===== src/rtl/sem_pkg.sv =====
package sem_pkg;
  typedef enum logic {
    OWN_LEFT  = 1'b0,
    OWN_RIGHT = 1'b1
  } owner_e;
endpackage


===== src/rtl/sem_rst_sync.sv =====
module sem_rst_sync #(
  parameter int STAGES = 2
) (
  input  logic clk,
  input  logic rst_n,
  output logic rst_sync_n
);
  logic [STAGES-1:0] pipe_q;

  always_ff @(posedge clk or negedge rst_n) begin
    if (!rst_n) pipe_q <= '0;
    else        pipe_q <= {pipe_q[STAGES-2:0], 1'b1};
  end

  assign rst_sync_n = pipe_q[STAGES-1];
endmodule


===== src/rtl/sem_port_dec.sv =====
module sem_port_dec #(
  parameter int AW   = 6,
  parameter int DW   = 8,
  parameter int IDXW = 3
) (
  input  logic            sel,
  input  logic            we,
  input  logic            oe,
  input  logic [AW-1:0]   addr,
  input  logic [DW-1:0]   wdata,
  output logic            wr,
  output logic            rd,
  output logic            wbit,
  output logic [IDXW-1:0] idx
);
  always_comb begin
    wr   = sel & we;
    rd   = sel & oe & ~we;
    wbit = wdata[0];
    idx  = addr[IDXW-1:0];
  end
endmodule


===== src/rtl/sem_cell.sv =====
module sem_cell
  import sem_pkg::*;
(
  input  logic clk,
  input  logic rst_n,
  input  logic l_wr,
  input  logic l_val,
  input  logic r_wr,
  input  logic r_val,
  output logic l_flag,
  output logic r_flag
);
  logic   req_l_q, req_r_q, req_l_d, req_r_d;
  owner_e own_q, own_d;
  logic   held_now, held_next, upd_en;

  always_comb begin
    req_l_d   = l_wr ? l_val : req_l_q;
    req_r_d   = r_wr ? r_val : req_r_q;
    held_now  = (own_q == OWN_LEFT) ? ~req_l_q : ~req_r_q;
    held_next = (own_q == OWN_LEFT) ? ~req_l_d : ~req_r_d;
    own_d     = own_q;
    if (!(held_now && held_next)) begin
      if (!req_l_d)      own_d = OWN_LEFT;
      else if (!req_r_d) own_d = OWN_RIGHT;
    end
    upd_en = l_wr | r_wr;
  end

  always_ff @(posedge clk or negedge rst_n) begin
    if (!rst_n) begin
      req_l_q <= 1'b1;
      req_r_q <= 1'b1;
      own_q   <= OWN_LEFT;
    end else if (upd_en) begin
      req_l_q <= req_l_d;
      req_r_q <= req_r_d;
      own_q   <= own_d;
    end
  end

  assign l_flag = ~(~req_l_q && (own_q == OWN_LEFT));
  assign r_flag = ~(~req_r_q && (own_q == OWN_RIGHT));
endmodule


===== src/rtl/sem_rd_capture.sv =====
module sem_rd_capture #(
  parameter int NSEM = 8,
  parameter int DW   = 8,
  parameter int IDXW = 3
) (
  input  logic            clk,
  input  logic            rst_n,
  input  logic            rd,
  input  logic [IDXW-1:0] idx,
  input  logic [NSEM-1:0] flags,
  output logic [DW-1:0]   rdata
);
  logic          rd_q;
  logic [DW-1:0] data_q, data_d;
  logic          cap_en;

  always_comb begin
    cap_en = rd & ~rd_q;
    data_d = {DW{flags[idx]}};
  end

  always_ff @(posedge clk or negedge rst_n) begin
    if (!rst_n) rd_q <= 1'b0;
    else        rd_q <= rd;
  end

  always_ff @(posedge clk or negedge rst_n) begin
    if (!rst_n)      data_q <= '0;
    else if (cap_en) data_q <= data_d;
  end

  assign rdata = rd_q ? data_q : '0;
endmodule


===== src/rtl/sem_bank.sv =====
module sem_bank #(
  parameter int NSEM = 8,
  parameter int AW   = 6,
  parameter int DW   = 8
) (
  input  logic          clk,
  input  logic          rst_n,
  input  logic          l_sel,
  input  logic          l_we,
  input  logic          l_oe,
  input  logic [AW-1:0] l_addr,
  input  logic [DW-1:0] l_wdata,
  output logic [DW-1:0] l_rdata,
  input  logic          r_sel,
  input  logic          r_we,
  input  logic          r_oe,
  input  logic [AW-1:0] r_addr,
  input  logic [DW-1:0] r_wdata,
  output logic [DW-1:0] r_rdata
);
  localparam int IDXW = $clog2(NSEM);

  logic            rst_sync_n;
  logic            l_wr, l_rd, l_wbit, r_wr, r_rd, r_wbit;
  logic [IDXW-1:0] l_idx, r_idx;
  logic [NSEM-1:0] flag_l, flag_r;

  sem_rst_sync #(.STAGES(2)) u_rst (
    .clk(clk), .rst_n(rst_n), .rst_sync_n(rst_sync_n)
  );

  sem_port_dec #(.AW(AW), .DW(DW), .IDXW(IDXW)) u_dec_l (
    .sel(l_sel), .we(l_we), .oe(l_oe), .addr(l_addr), .wdata(l_wdata),
    .wr(l_wr), .rd(l_rd), .wbit(l_wbit), .idx(l_idx)
  );

  sem_port_dec #(.AW(AW), .DW(DW), .IDXW(IDXW)) u_dec_r (
    .sel(r_sel), .we(r_we), .oe(r_oe), .addr(r_addr), .wdata(r_wdata),
    .wr(r_wr), .rd(r_rd), .wbit(r_wbit), .idx(r_idx)
  );

  for (genvar g = 0; g < NSEM; g++) begin : g_cell
    sem_cell u_cell (
      .clk   (clk),
      .rst_n (rst_sync_n),
      .l_wr  (l_wr && (l_idx == IDXW'(g))),
      .l_val (l_wbit),
      .r_wr  (r_wr && (r_idx == IDXW'(g))),
      .r_val (r_wbit),
      .l_flag(flag_l[g]),
      .r_flag(flag_r[g])
    );
  end

  sem_rd_capture #(.NSEM(NSEM), .DW(DW), .IDXW(IDXW)) u_cap_l (
    .clk(clk), .rst_n(rst_sync_n), .rd(l_rd), .idx(l_idx),
    .flags(flag_l), .rdata(l_rdata)
  );

  sem_rd_capture #(.NSEM(NSEM), .DW(DW), .IDXW(IDXW)) u_cap_r (
    .clk(clk), .rst_n(rst_sync_n), .rd(r_rd), .idx(r_idx),
    .flags(flag_r), .rdata(r_rdata)
  );
endmodule


===== config.mk =====
export PLATFORM = sky130hd
export DESIGN_NAME = sem_bank
export DESIGN_NICKNAME = d
export VERILOG_FILES = /design/src/rtl/sem_pkg.sv /design/src/rtl/sem_rst_sync.sv /design/src/rtl/sem_port_dec.sv /design/src/rtl/sem_cell.sv /design/src/rtl/sem_rd_capture.sv /design/src/rtl/sem_bank.sv
export SDC_FILE = /design/constraint.sdc
export NUM_CORES = 1
export LEC_CHECK = 0
export BUFFER_PORTS_ARGS = -buffer_cell sky130_fd_sc_hd__buf_2
export CORE_UTILIZATION = 40
export DETAILED_ROUTE_END_ITERATION = 8
export GPL_ROUTABILITY_DRIVEN = 0
export PLACE_DENSITY = 0.73
export SYNTH_ARGS = -nofsm -noshare
export SYNTH_HDL_FRONTEND = slang
export SYNTH_SLANG_ARGS = --single-unit

===== constraint.sdc =====
create_clock -name clk -period 1.1 [get_ports clk]
set_clock_uncertainty 0.2 [all_clocks]
set_input_delay 0.11 -clock clk [delete_from_list [all_inputs] [get_ports clk]]
set_output_delay 0.11 -clock clk [all_outputs]
set_load 0.005 [all_outputs]

## Word-level counts from Yosys, hierarchy flattened

Index checks and enable logic that the tools add are counted.

- Output and inout bits: 16
- Register bits after elaboration: 30
- Logic and storage cells: 241
- Bits of input ports: 36

- Bitwise gates (word level): 84
- Equal/unequal tests: 22
- Muxes and demuxes: 54
- $lt $le $gt $ge: 2
- Reductions and logical operators: 50

Operators with widths:

| kind | count |
|---|---|
| 1-bit inverter | 68 |
| 1-bit two-way mux | 50 |
| 1-bit logical AND | 40 |
| 3-bit == test, second input constant | 8 |
| 3-bit AND reduction | 8 |
| 8-bit two-way mux | 2 |
| 2-bit != test, second input constant | 8 |
| 3-bit by 2-bit == test with 1-bit output, second input constant | 4 |
| 1-bit AND | 8 |
| 3-bit by 4-bit < comparator with 1-bit output, second input constant | 2 |
| 1-bit OR | 8 |
| 1-bit binary-select mux with 3-bit select | 2 |
| 3-bit by 1-bit == test with 1-bit output, second input constant | 2 |
| 3-bit logical NOT | 2 |

## Logic depth before layout (Yosys ltp)

Gate-level depths: netlist of run 1.

- Depth in word-level cells: 8
- Mapped depth: 5
- Depth with buffers taken out: 4

## Cells and area by module

A second synthesis of run 1 with hierarchy kept.

- Cell total of the unflattened synthesis: 173
- Area, all modules: 1975.6 µm²

By module, submodules not included:

| module | times used | cells an instance | area an instance (µm²) | seq. area each (µm²) |
|---|---|---|---|---|
| sem_cell | 8 | 13 | 155.1 | 77.6 |
| sem_rd_capture | 2 | 19 | 197.7 | 50.0 |
| sem_bank | 1 | 16 | 192.7 | 0.0 |
| sem_port_dec | 2 | 6 | 46.3 | 0.0 |
| sem_rst_sync | 1 | 3 | 53.8 | 50.0 |

## Worst setup path before layout of run 1

No wires, ideal clock.

- Path type: reg2reg
- Start: reg g_cell[7].u_cell.own_q
- End: reg u_cap_l.data_q[0] (netlist name)
- Buffers on the path: 0
- Library setup time: 127 ps
- Clock period less this slack: 1383 ps
- Stages on the path, launching flop included: 5
- Path slack: -283 ps
- Data required time: 773 ps
- Data arrival time: 1056 ps
- Path through: dfrtp_1 or3b_1 o311ai_1 o311a_1 o31ai_1

- Word-level cells in the longest chain between the ends: 5

RTL lines:

| item | line | source |
|---|---|---|
| from (decl) | sem_cell.sv:14 | `owner_e own_q, own_d;` |
| from (signal assigned) | sem_cell.sv:38 | `own_q <= own_d;` |
| 1-bit inverter | n/a |  |
| 1-bit logical AND | sem_cell.sv:42 | `assign l_flag = ~(~req_l_q && (own_q == OWN_LEFT));` |
| 1-bit inverter | sem_cell.sv:42 |  |
| 1-bit binary-select mux with 3-bit select | sem_rd_capture.sv:19 | `data_d = {DW{flags[idx]}};` |
| 1-bit two-way mux (implied by the code) | sem_rd_capture.sv:19 |  |

Every way passes these cells. The select of a mux whose other input is x is not followed.
A chain may end at the register's enable or synchronous reset.

## Worst setup path in the final report of run 1

- Start: reg g_cell[5].u_cell.req_r_q
- End: reg u_cap_r.data_q[0] (netlist name)

- Word-level cells in the longest chain between the ends: 5

RTL lines:

| item | line | source |
|---|---|---|
| from (decl) | sem_cell.sv:13 | `logic req_l_q, req_r_q, req_l_d, req_r_d;` |
| from (signal assigned) | sem_cell.sv:37 | `req_r_q <= req_r_d;` |
| 1-bit inverter | sem_cell.sv:43 | `assign r_flag = ~(~req_r_q && (own_q == OWN_RIGHT));` |
| 1-bit logical AND | sem_cell.sv:43 |  |
| 1-bit inverter | sem_cell.sv:43 |  |
| 1-bit binary-select mux with 3-bit select | sem_rd_capture.sv:19 |  |
| 1-bit two-way mux (implied by the code) | sem_rd_capture.sv:19 |  |

Every way passes these cells. The select of a mux whose other input is x is not followed.

==> impl_metrics.env, run 1 <==
export IMPL_use_met1=0.278
export IMPL_cts_buffer_depth=2
export IMPL_end_kind="flip-flop"
export IMPL_cts_buffers=5
export IMPL_grt_max_degree=29
export IMPL_die_w_um=70.2
export IMPL_wl_per_cell_um=16.2
export IMPL_setup_ws_ns=-0.368
export IMPL_r2r_setup_slack_ns=-0.37
export IMPL_outcome="finished with violations"
export IMPL_use_met2=0.325
export IMPL_die_area_um2=4930
export IMPL_ys_ff_latch=30
export IMPL_fin_nets=286
export IMPL_antenna_found_initial=0
export IMPL_grt_pass1_vias=1599
export IMPL_io_pins=52
export IMPL_syn_num_nets=229
export IMPL_hold_ws_ns=-0.0180
export IMPL_final_max_slew_viol_count=0
export IMPL_crit_fanout=2
export IMPL_drt_pass1_iter_count=4
export IMPL_cts_htree_levels=2
export IMPL_routed_wl_mm=4.87
export IMPL_synth_distinct_cells=43
export IMPL_final_hold_viol_count=1
export IMPL_leakagePower_nw=1.16
export IMPL_vias=1698
export IMPL_place_inst=283
export IMPL_drive_gt1_frac=0.586
export IMPL_critPathRequiredTime_ns=1.09
export IMPL_ir_worst_vdd_v=0.000731
export IMPL_diodes=0
export IMPL_core_um2=4410
export IMPL_route_detailed_drc=0
export IMPL_rsz0062_at_grt="yes"
export IMPL_violations="negative hold slack, negative setup slack"
export IMPL_final_cell_mix="buf_6 (28), buf_4 (22), dfstp_2 (16)"
export IMPL_max_freq_mhz=681
export IMPL_power_density_nw_per_um2=1250
export IMPL_start_kind="flip-flop"
export IMPL_syn_inst=193
export IMPL_final_common_cell="buf_6"
export IMPL_root_buffer="clkbuf_8"
export IMPL_cts_sinks=30
export IMPL_grt_pass1_wl_mm=7.96
export IMPL_die_y_um=70.2
export IMPL_std_cell_rows=24
export IMPL_vias_per_cell=5.64
export IMPL_synthFlopType="dfstp_2"
export IMPL_drtIter0Drc=85
export IMPL_hold_path_class="input pin to flip-flop"
export IMPL_cap_viol_max_count=0
export IMPL_clk_latency_ns=0.29
export IMPL_yosysWarnings=0
export IMPL_worstSetupPathType="flip-flop to flip-flop"
export IMPL_min_period_over_period=1.33
export IMPL_fin_util=0.620
export IMPL_ant_nets=0
export IMPL_fin_crit_ns=1.47
export IMPL_cts_tree="done"
export IMPL_top_usage_layer="met2"
export IMPL_grt_overflow=0
export IMPL_numPortBuffers=31
export IMPL_path_clk_slew_ns=0.06
export IMPL_fin_tns_setup_ns=-4.85
export IMPL_start_util=0.422
export IMPL_fin_cells=301
export IMPL_cp_arrival_ns=1.45
export IMPL_finalSetupViolCount=29
export IMPL_netlist_area_um2=1860
export IMPL_area_growth_pct=47.0
export IMPL_synth_area_per_cell_um2=9.65
export IMPL_globalRouteTotalUtil=0.206
export IMPL_async_flop_share=1.00
export IMPL_place_hpwl_mm=3.16
export IMPL_met3_usage=0.0462
export IMPL_synth_edf_count=0
export IMPL_place_ws_ns=-0.378
export IMPL_synth_seq_area_share=0.414
==> worst max-delay path, stage by stage, from the launching register on <==
cell     delay (ns)
dfstp_2        0.54
nor3b_1        0.06
o311a_1        0.33
o31ai_1        0.25
==> worst paths after layout <==
| check | startpoint | to | cells past startpoint |
|---|---|---|---|
| max | g_cell[5].u_cell.req_r_q | u_cap_r.data_q[0] | 3 |
| min | r_we | u_cap_r.data_q[0] | 3 |
| max reg2reg | g_cell[5].u_cell.req_r_q | u_cap_r.data_q[0] | 3 |
| min reg2reg | u_rst.pipe_q[1] | g_cell[4].u_cell.own_q | 1 |
| max in group asynchronous | rst_n | u_rst.pipe_q[1] | 3 |
| min in group asynchronous | u_rst.pipe_q[1] | g_cell[4].u_cell.own_q | 1 |
==> stage by stage <==
stage | area [um2] | power (mW)
after floorplan | 2010 | 1.99
after CTS | 2640 | 3.32
after global routing | 2740 | 3.60
after global placement | 2310 | 2.27
after detailed placement | 2310 | 2.30
final | 2740 | 3.42
==> report_power, final <==
| part | leakage [nW] | total, mW | internal (mW) | switching, mW |
|---|---|---|---|---|
| registers | 0.315 | 1.49 | 1.37 | 0.121 |
| logic | 0.806 | 1.05 | 0.607 | 0.442 |
| clock network | 0.0431 | 0.880 | 0.481 | 0.399 |
| total | 1.16 | 3.42 | 2.46 | 0.962 |
==> flip-flops by register name (all words and copies together) (netlist names) <==
| register | flops |
|---|---|
| g_cell.u_cell.own_q | 8 |
| u_cap_r.rd_q | 1 |
| g_cell.u_cell.req_r_q | 8 |
| u_cap_r.data_q | 1 |
| u_cap_l.data_q | 1 |
| u_cap_l.rd_q | 1 |
| g_cell.u_cell.req_l_q | 8 |
| u_rst.pipe_q | 2 |
==> what timing repair did <==
| item | CTS | global route |
|---|---|---|
| setup buffers | 3 | 7 |
| endpoints found under the hold margin | 6 | 0 |
| resized for setup | 41 | 16 |
| pin swaps | 6 | 9 |
| endpoints found under the setup margin | 31 | 33 |
| hold buffers | 6 | 0 |
==> Yosys cell counts (2+ instances only) <==
library cell | instances | area (um2)
o22ai_1 | 7 | 43.8
a211oi_1 | 3 | 22.5
mux2_2 | 6 | 67.6
clkbuf_1 | 2 | 7.51
nand3b_1 | 3 | 22.5
o21ai_0 | 4 | 20.0
nand2_1 | 7 | 26.3
nor3b_1 | 4 | 30.0
and3_2 | 3 | 22.5
buf_2 | 3 | 15.0
a21boi_0 | 8 | 60.1
o311ai_0 | 6 | 52.6
a31oi_1 | 3 | 18.8
or2_1 | 3 | 18.8
dfstp_2 | 16 | 420
o311a_1 | 2 | 20.0
buf_4 | 16 | 120
or3_1 | 2 | 12.5
o311ai_1 | 3 | 26.3
dfrtp_1 | 14 | 350
o31ai_1 | 2 | 15.0
nor4_1 | 2 | 12.5
nand2b_1 | 2 | 12.5
nand3_1 | 7 | 35.0
nor3_1 | 12 | 60.1
and2_1 | 2 | 12.5
and3_1 | 5 | 31.3
o221ai_1 | 6 | 52.6
nor2b_4 | 2 | 27.5
inv_1 | 9 | 33.8
a311o_1 | 2 | 20.0
or2_2 | 5 | 31.3
buf_6 | 3 | 33.8
nor2_1 | 10 | 37.5
==> logic make-up (layout without fill, tap and decap cells) <==
family,Yosys count,after routing,synth area share
AO/OA/AOI/OAI,48,48,0.196
AND/OR/NAND/NOR,75,75,0.239
flip-flops,30,30,0.414
multiplexers,6,6,0.0363
buffers and inverters,33,89,0.113
other,1,1,0.00201
==> final cells by class <==
class	instances	area, um2
multi-input combinational	130	1110
fill	345	1680
timing repair buffer	74	676
tap	52	65.1
clock buffer	6	82.6
sequential	30	771
inverter	9	33.8
==> per-layer routing <==
metal / share of wire / up-vias
li1: - / 820
met1: 0.47 / 823
met2: 0.48 / 49
met3: 0.042 / 6
met4: 0.015 / 0
met5: 0 / -
Power figures use the tool's default switching activity.
==> inputs of run 2 (changes only) <==
--- a/config.mk
+++ b/config.mk
@@ -5,11 +5,12 @@
 export SDC_FILE = /design/constraint.sdc
 export NUM_CORES = 1
 export LEC_CHECK = 0
-export BUFFER_PORTS_ARGS = -buffer_cell sky130_fd_sc_hd__buf_2
+export BUFFER_PORTS_ARGS = -buffer_cell sky130_fd_sc_hd__buf_4
 export CORE_UTILIZATION = 40
 export DETAILED_ROUTE_END_ITERATION = 8
 export GPL_ROUTABILITY_DRIVEN = 0
 export PLACE_DENSITY = 0.73
 export SYNTH_ARGS = -nofsm -noshare
 export SYNTH_HDL_FRONTEND = slang
+export SYNTH_HIERARCHICAL = 1
 export SYNTH_SLANG_ARGS = --single-unit
==> run 2 against run 1 <==
  * The run ends with negative setup slack left
  * Sequential power about the same
  * Via count decreased by 10%
  * Combinational power up 9.5%
  * Worst setup slack worse by 0.25 ns
  * Utilization fell by 5.0 points
  * Clock power shrank 7.6%
  * Power increased by 0.64%
==> impl_metrics.env, run 2 <==
export IMPL_outcome="finished with violations"
export IMPL_violations="negative setup slack"
export IMPL_cts_sinks=30
export IMPL_critical_path_max_stage_delay_ns=0.53
export IMPL_antenna_found_initial=0
export IMPL_clkPwrFrac=0.236
export IMPL_finalSetupViolCount=27
export IMPL_start_kind="flip-flop"
export IMPL_max_freq_mhz=582
export IMPL_rsz0062_at_grt="yes"
export IMPL_grt_overflow=0
export IMPL_drt_pass1_iter_count=4
export IMPL_use_met1=0.226
export IMPL_ant_nets=0
export IMPL_die_y_um=72.3
export IMPL_fillerInstances=401
export IMPL_final_common_cell="buf_4"
export IMPL_stdcell_area_um2=2700
export IMPL_worstSetupPathType="flip-flop to flip-flop"
export IMPL_yosysWarnings=6
export IMPL_std_cell_rows=25
export IMPL_drive_gt1_frac=0.623
export IMPL_setup_ws_ns=-0.617
export IMPL_crit_fanout=2
export IMPL_synth_top_cell_area_share=0.213
export IMPL_cts_buffer_depth=2
export IMPL_end_kind="flip-flop"
export IMPL_yosys_top_cells_count="buf_4 (22), dfstp_2 (16), dfrtp_1 (14)"
export IMPL_synth_area_top_cells="dfstp_2 (21%), dfrtp_1 (18%), buf_4 (8.4%)"
export IMPL_synth_edf_count=0
export IMPL_synth_seq_area_share=0.390
export IMPL_cts_tree="done"
export IMPL_fin_cells=295
export IMPL_drtIter0Drc=96
export IMPL_hold_path_class="flip-flop to async pin"
export IMPL_diodes=0
export IMPL_p_comb_frac=0.335
export IMPL_route_detailed_drc=0
export IMPL_use_met2=0.322
export IMPL_numPortBuffers=31
export IMPL_fin_total_pwr_mw=3.44
export IMPL_final_cell_mix="buf_4 (42), buf_6 (25), dfstp_2 (16)"
export IMPL_crit_slowest_cell="dfstp_2"
export IMPL_synth_top_area_cell="dfstp_2"
export IMPL_yosysMostFrequentCell="buf_4"
export IMPL_core_um2=4720
export IMPL_seqPwrFrac=0.428
export IMPL_start_util=0.418
export IMPL_ir_worst_vdd_v=0.000601
export IMPL_fin_tns_setup_ns=-5.05
export IMPL_place_hpwl_mm=2.97
export IMPL_synth_distinct_cells=27
export IMPL_io_pins=52
export IMPL_leakagePower_nw=1.22
export IMPL_critPathRequiredTime_ns=1.08
export IMPL_die_w_um=72.3
export IMPL_r2r_setup_slack_ns=-0.62
export IMPL_cp_cell_sequence="nand2b_1 -> mux2i_1 -> mux4_2 -> o31ai_2"
export IMPL_synthFlopType="dfstp_2"
export IMPL_power_density_nw_per_um2=1280
export IMPL_synth_area_per_cell_um2=11.4
export IMPL_p_switching_uw=934
export IMPL_vias_per_cell=5.15
export IMPL_top_usage_layer="met2"
export IMPL_globalRouteTotalUtil=0.183
export IMPL_placement_cell_area_um2=2400
export IMPL_p_int_mw=2.51
export IMPL_wl_per_cell_um=15.2
export IMPL_syn_inst=173
export IMPL_met3_usage=0.0333
export IMPL_sw_frac_of_total=0.271
export IMPL_grt_pass1_wl_mm=7.29
export IMPL_fin_crit_ns=1.72
export IMPL_multi_input_area_um2=1100
export IMPL_cap_viol_max_count=0
export IMPL_routed_wl_mm=4.48
export IMPL_area_growth_pct=36.4
export IMPL_grt_max_degree=29
export IMPL_path_clk_slew_ns=0.06
export IMPL_cp_arrival_ns=1.70
export IMPL_fin_nets=264
export IMPL_syn_num_nets=209
export IMPL_cts_htree_levels=2
export IMPL_clk_latency_ns=0.27
export IMPL_die_area_um2=5220
export IMPL_fin_util=0.571
export IMPL_vias=1520
export IMPL_largestRegisters="g_cell.u_cell/own_q x8, g_cell.u_cell/req_l_q x8, g_cell.u_cell/req_r_q x8"
export IMPL_final_hold_viol_count=0
export IMPL_cts_buffers=5
export IMPL_ys_ff_latch=30
export IMPL_netlist_area_um2=1980
export IMPL_regArea_um2=771
export IMPL_place_inst=277
export IMPL_final_max_slew_viol_count=0
export IMPL_grt_pass1_vias=1533
export IMPL_root_buffer="clkbuf_8"
export IMPL_min_period_over_period=1.56
export IMPL_async_flop_share=1.00
-- run 2: cell types whose count changed in the layout (fill, tap and decap cells not counted), moves of 9 or more --
| cell | delta |
|---|---|
| and3_4 | -9 |
| buf_2 | -15 |
| buf_4 | +20 |
| mux2_4 | +13 |
| nor3_1 | -10 |
-- run 2: worst max-delay path, delay by kind of cell (launching register included) --
family / cells / cell delay, ns
AOI/OAI and AO/OA: 1 / 0.22
muxes: 2 / 0.57
DFF: 1 / 0.53
and+or+nand+nor: 1 / 0.11
-- run 2: per-layer routing --
| layer | up-vias | routed length [um] |
|---|---|---|
| met4 | 0 | 55 |
| met5 | - | 0 |
| met1 | 757 | 1930 |
| li1 | 727 | - |
| met3 | 6 | 105 |
| met2 | 30 | 2390 |
-- run 2: timing repair --
| action | in CTS | in global routing |
|---|---|---|
| resized for setup | 29 | 7 |
| buffers inserted | 7 | 3 |
| cloned | 0 | 0 |
| setup endpoints to repair | 26 | 26 |
| pin swaps | 15 | 8 |
| endpoints found under the hold margin | 4 | 0 |
| hold buffers | 4 | 0 |
-- run 2: cell type report --
type,count,share of cell area
Multi-Input combinational cell,117,0.408
Sequential cell,30,0.286
Timing Repair Buffer,72,0.244
Tap cell,67,0.0311
Clock buffer,7,0.0283
Inverter,2,0.00279
-- run 2: cell families (layout without fill, tap and decap cells) --
logic type	after synthesis	in the layout	synth area share
buf+inv	26	81	0.0925
compound gates	28	28	0.109
simple gates	62	62	0.237
mux	26	26	0.170
flops	30	30	0.390
other cells	1	1	0.00190
-- run 2: worst paths after layout --
check,start,endpoint,depth (start not counted)
max,g_cell[7].u_cell/req_r_q,u_cap_r/data_q[0],4
min,u_rst/pipe_q[1],g_cell[1].u_cell/own_q,1
max reg2reg,g_cell[7].u_cell/req_r_q,u_cap_r/data_q[0],4
min reg2reg,u_rst/pipe_q[1],g_cell[1].u_cell/own_q,1
max in group asynchronous,rst_n,u_rst/pipe_q[1],3
min in group clk,r_addr[2],g_cell[0].u_cell/own_q,4
-- run 2: metrics by stage --
| stage | hold slack, ns | setup WS, ns |
|---|---|---|
| 2_1_floorplan | -0.386 | -0.485 |
| 4_1_cts | 0.0233 | -0.588 |
| 5_1_grt | 0.0330 | -0.649 |
| 3_3_place_gp | -0.306 | -0.525 |
| 6_report | 0.0166 | -0.617 |
| 3_5_place_dp | -0.307 | -0.565 |
-- run 2: power by group through the flow --
stage	Combinational, mW	Clock (mW)	Sequential (mW)
2_1_floorplan	0.656	0	1.50
4_1_cts	1.11	0.853	1.47
3_5_place_dp	0.983	0	1.48
6_report	1.15	0.813	1.47
5_1_grt	1.24	0.896	1.49
3_3_place_gp	0.963	0	1.47
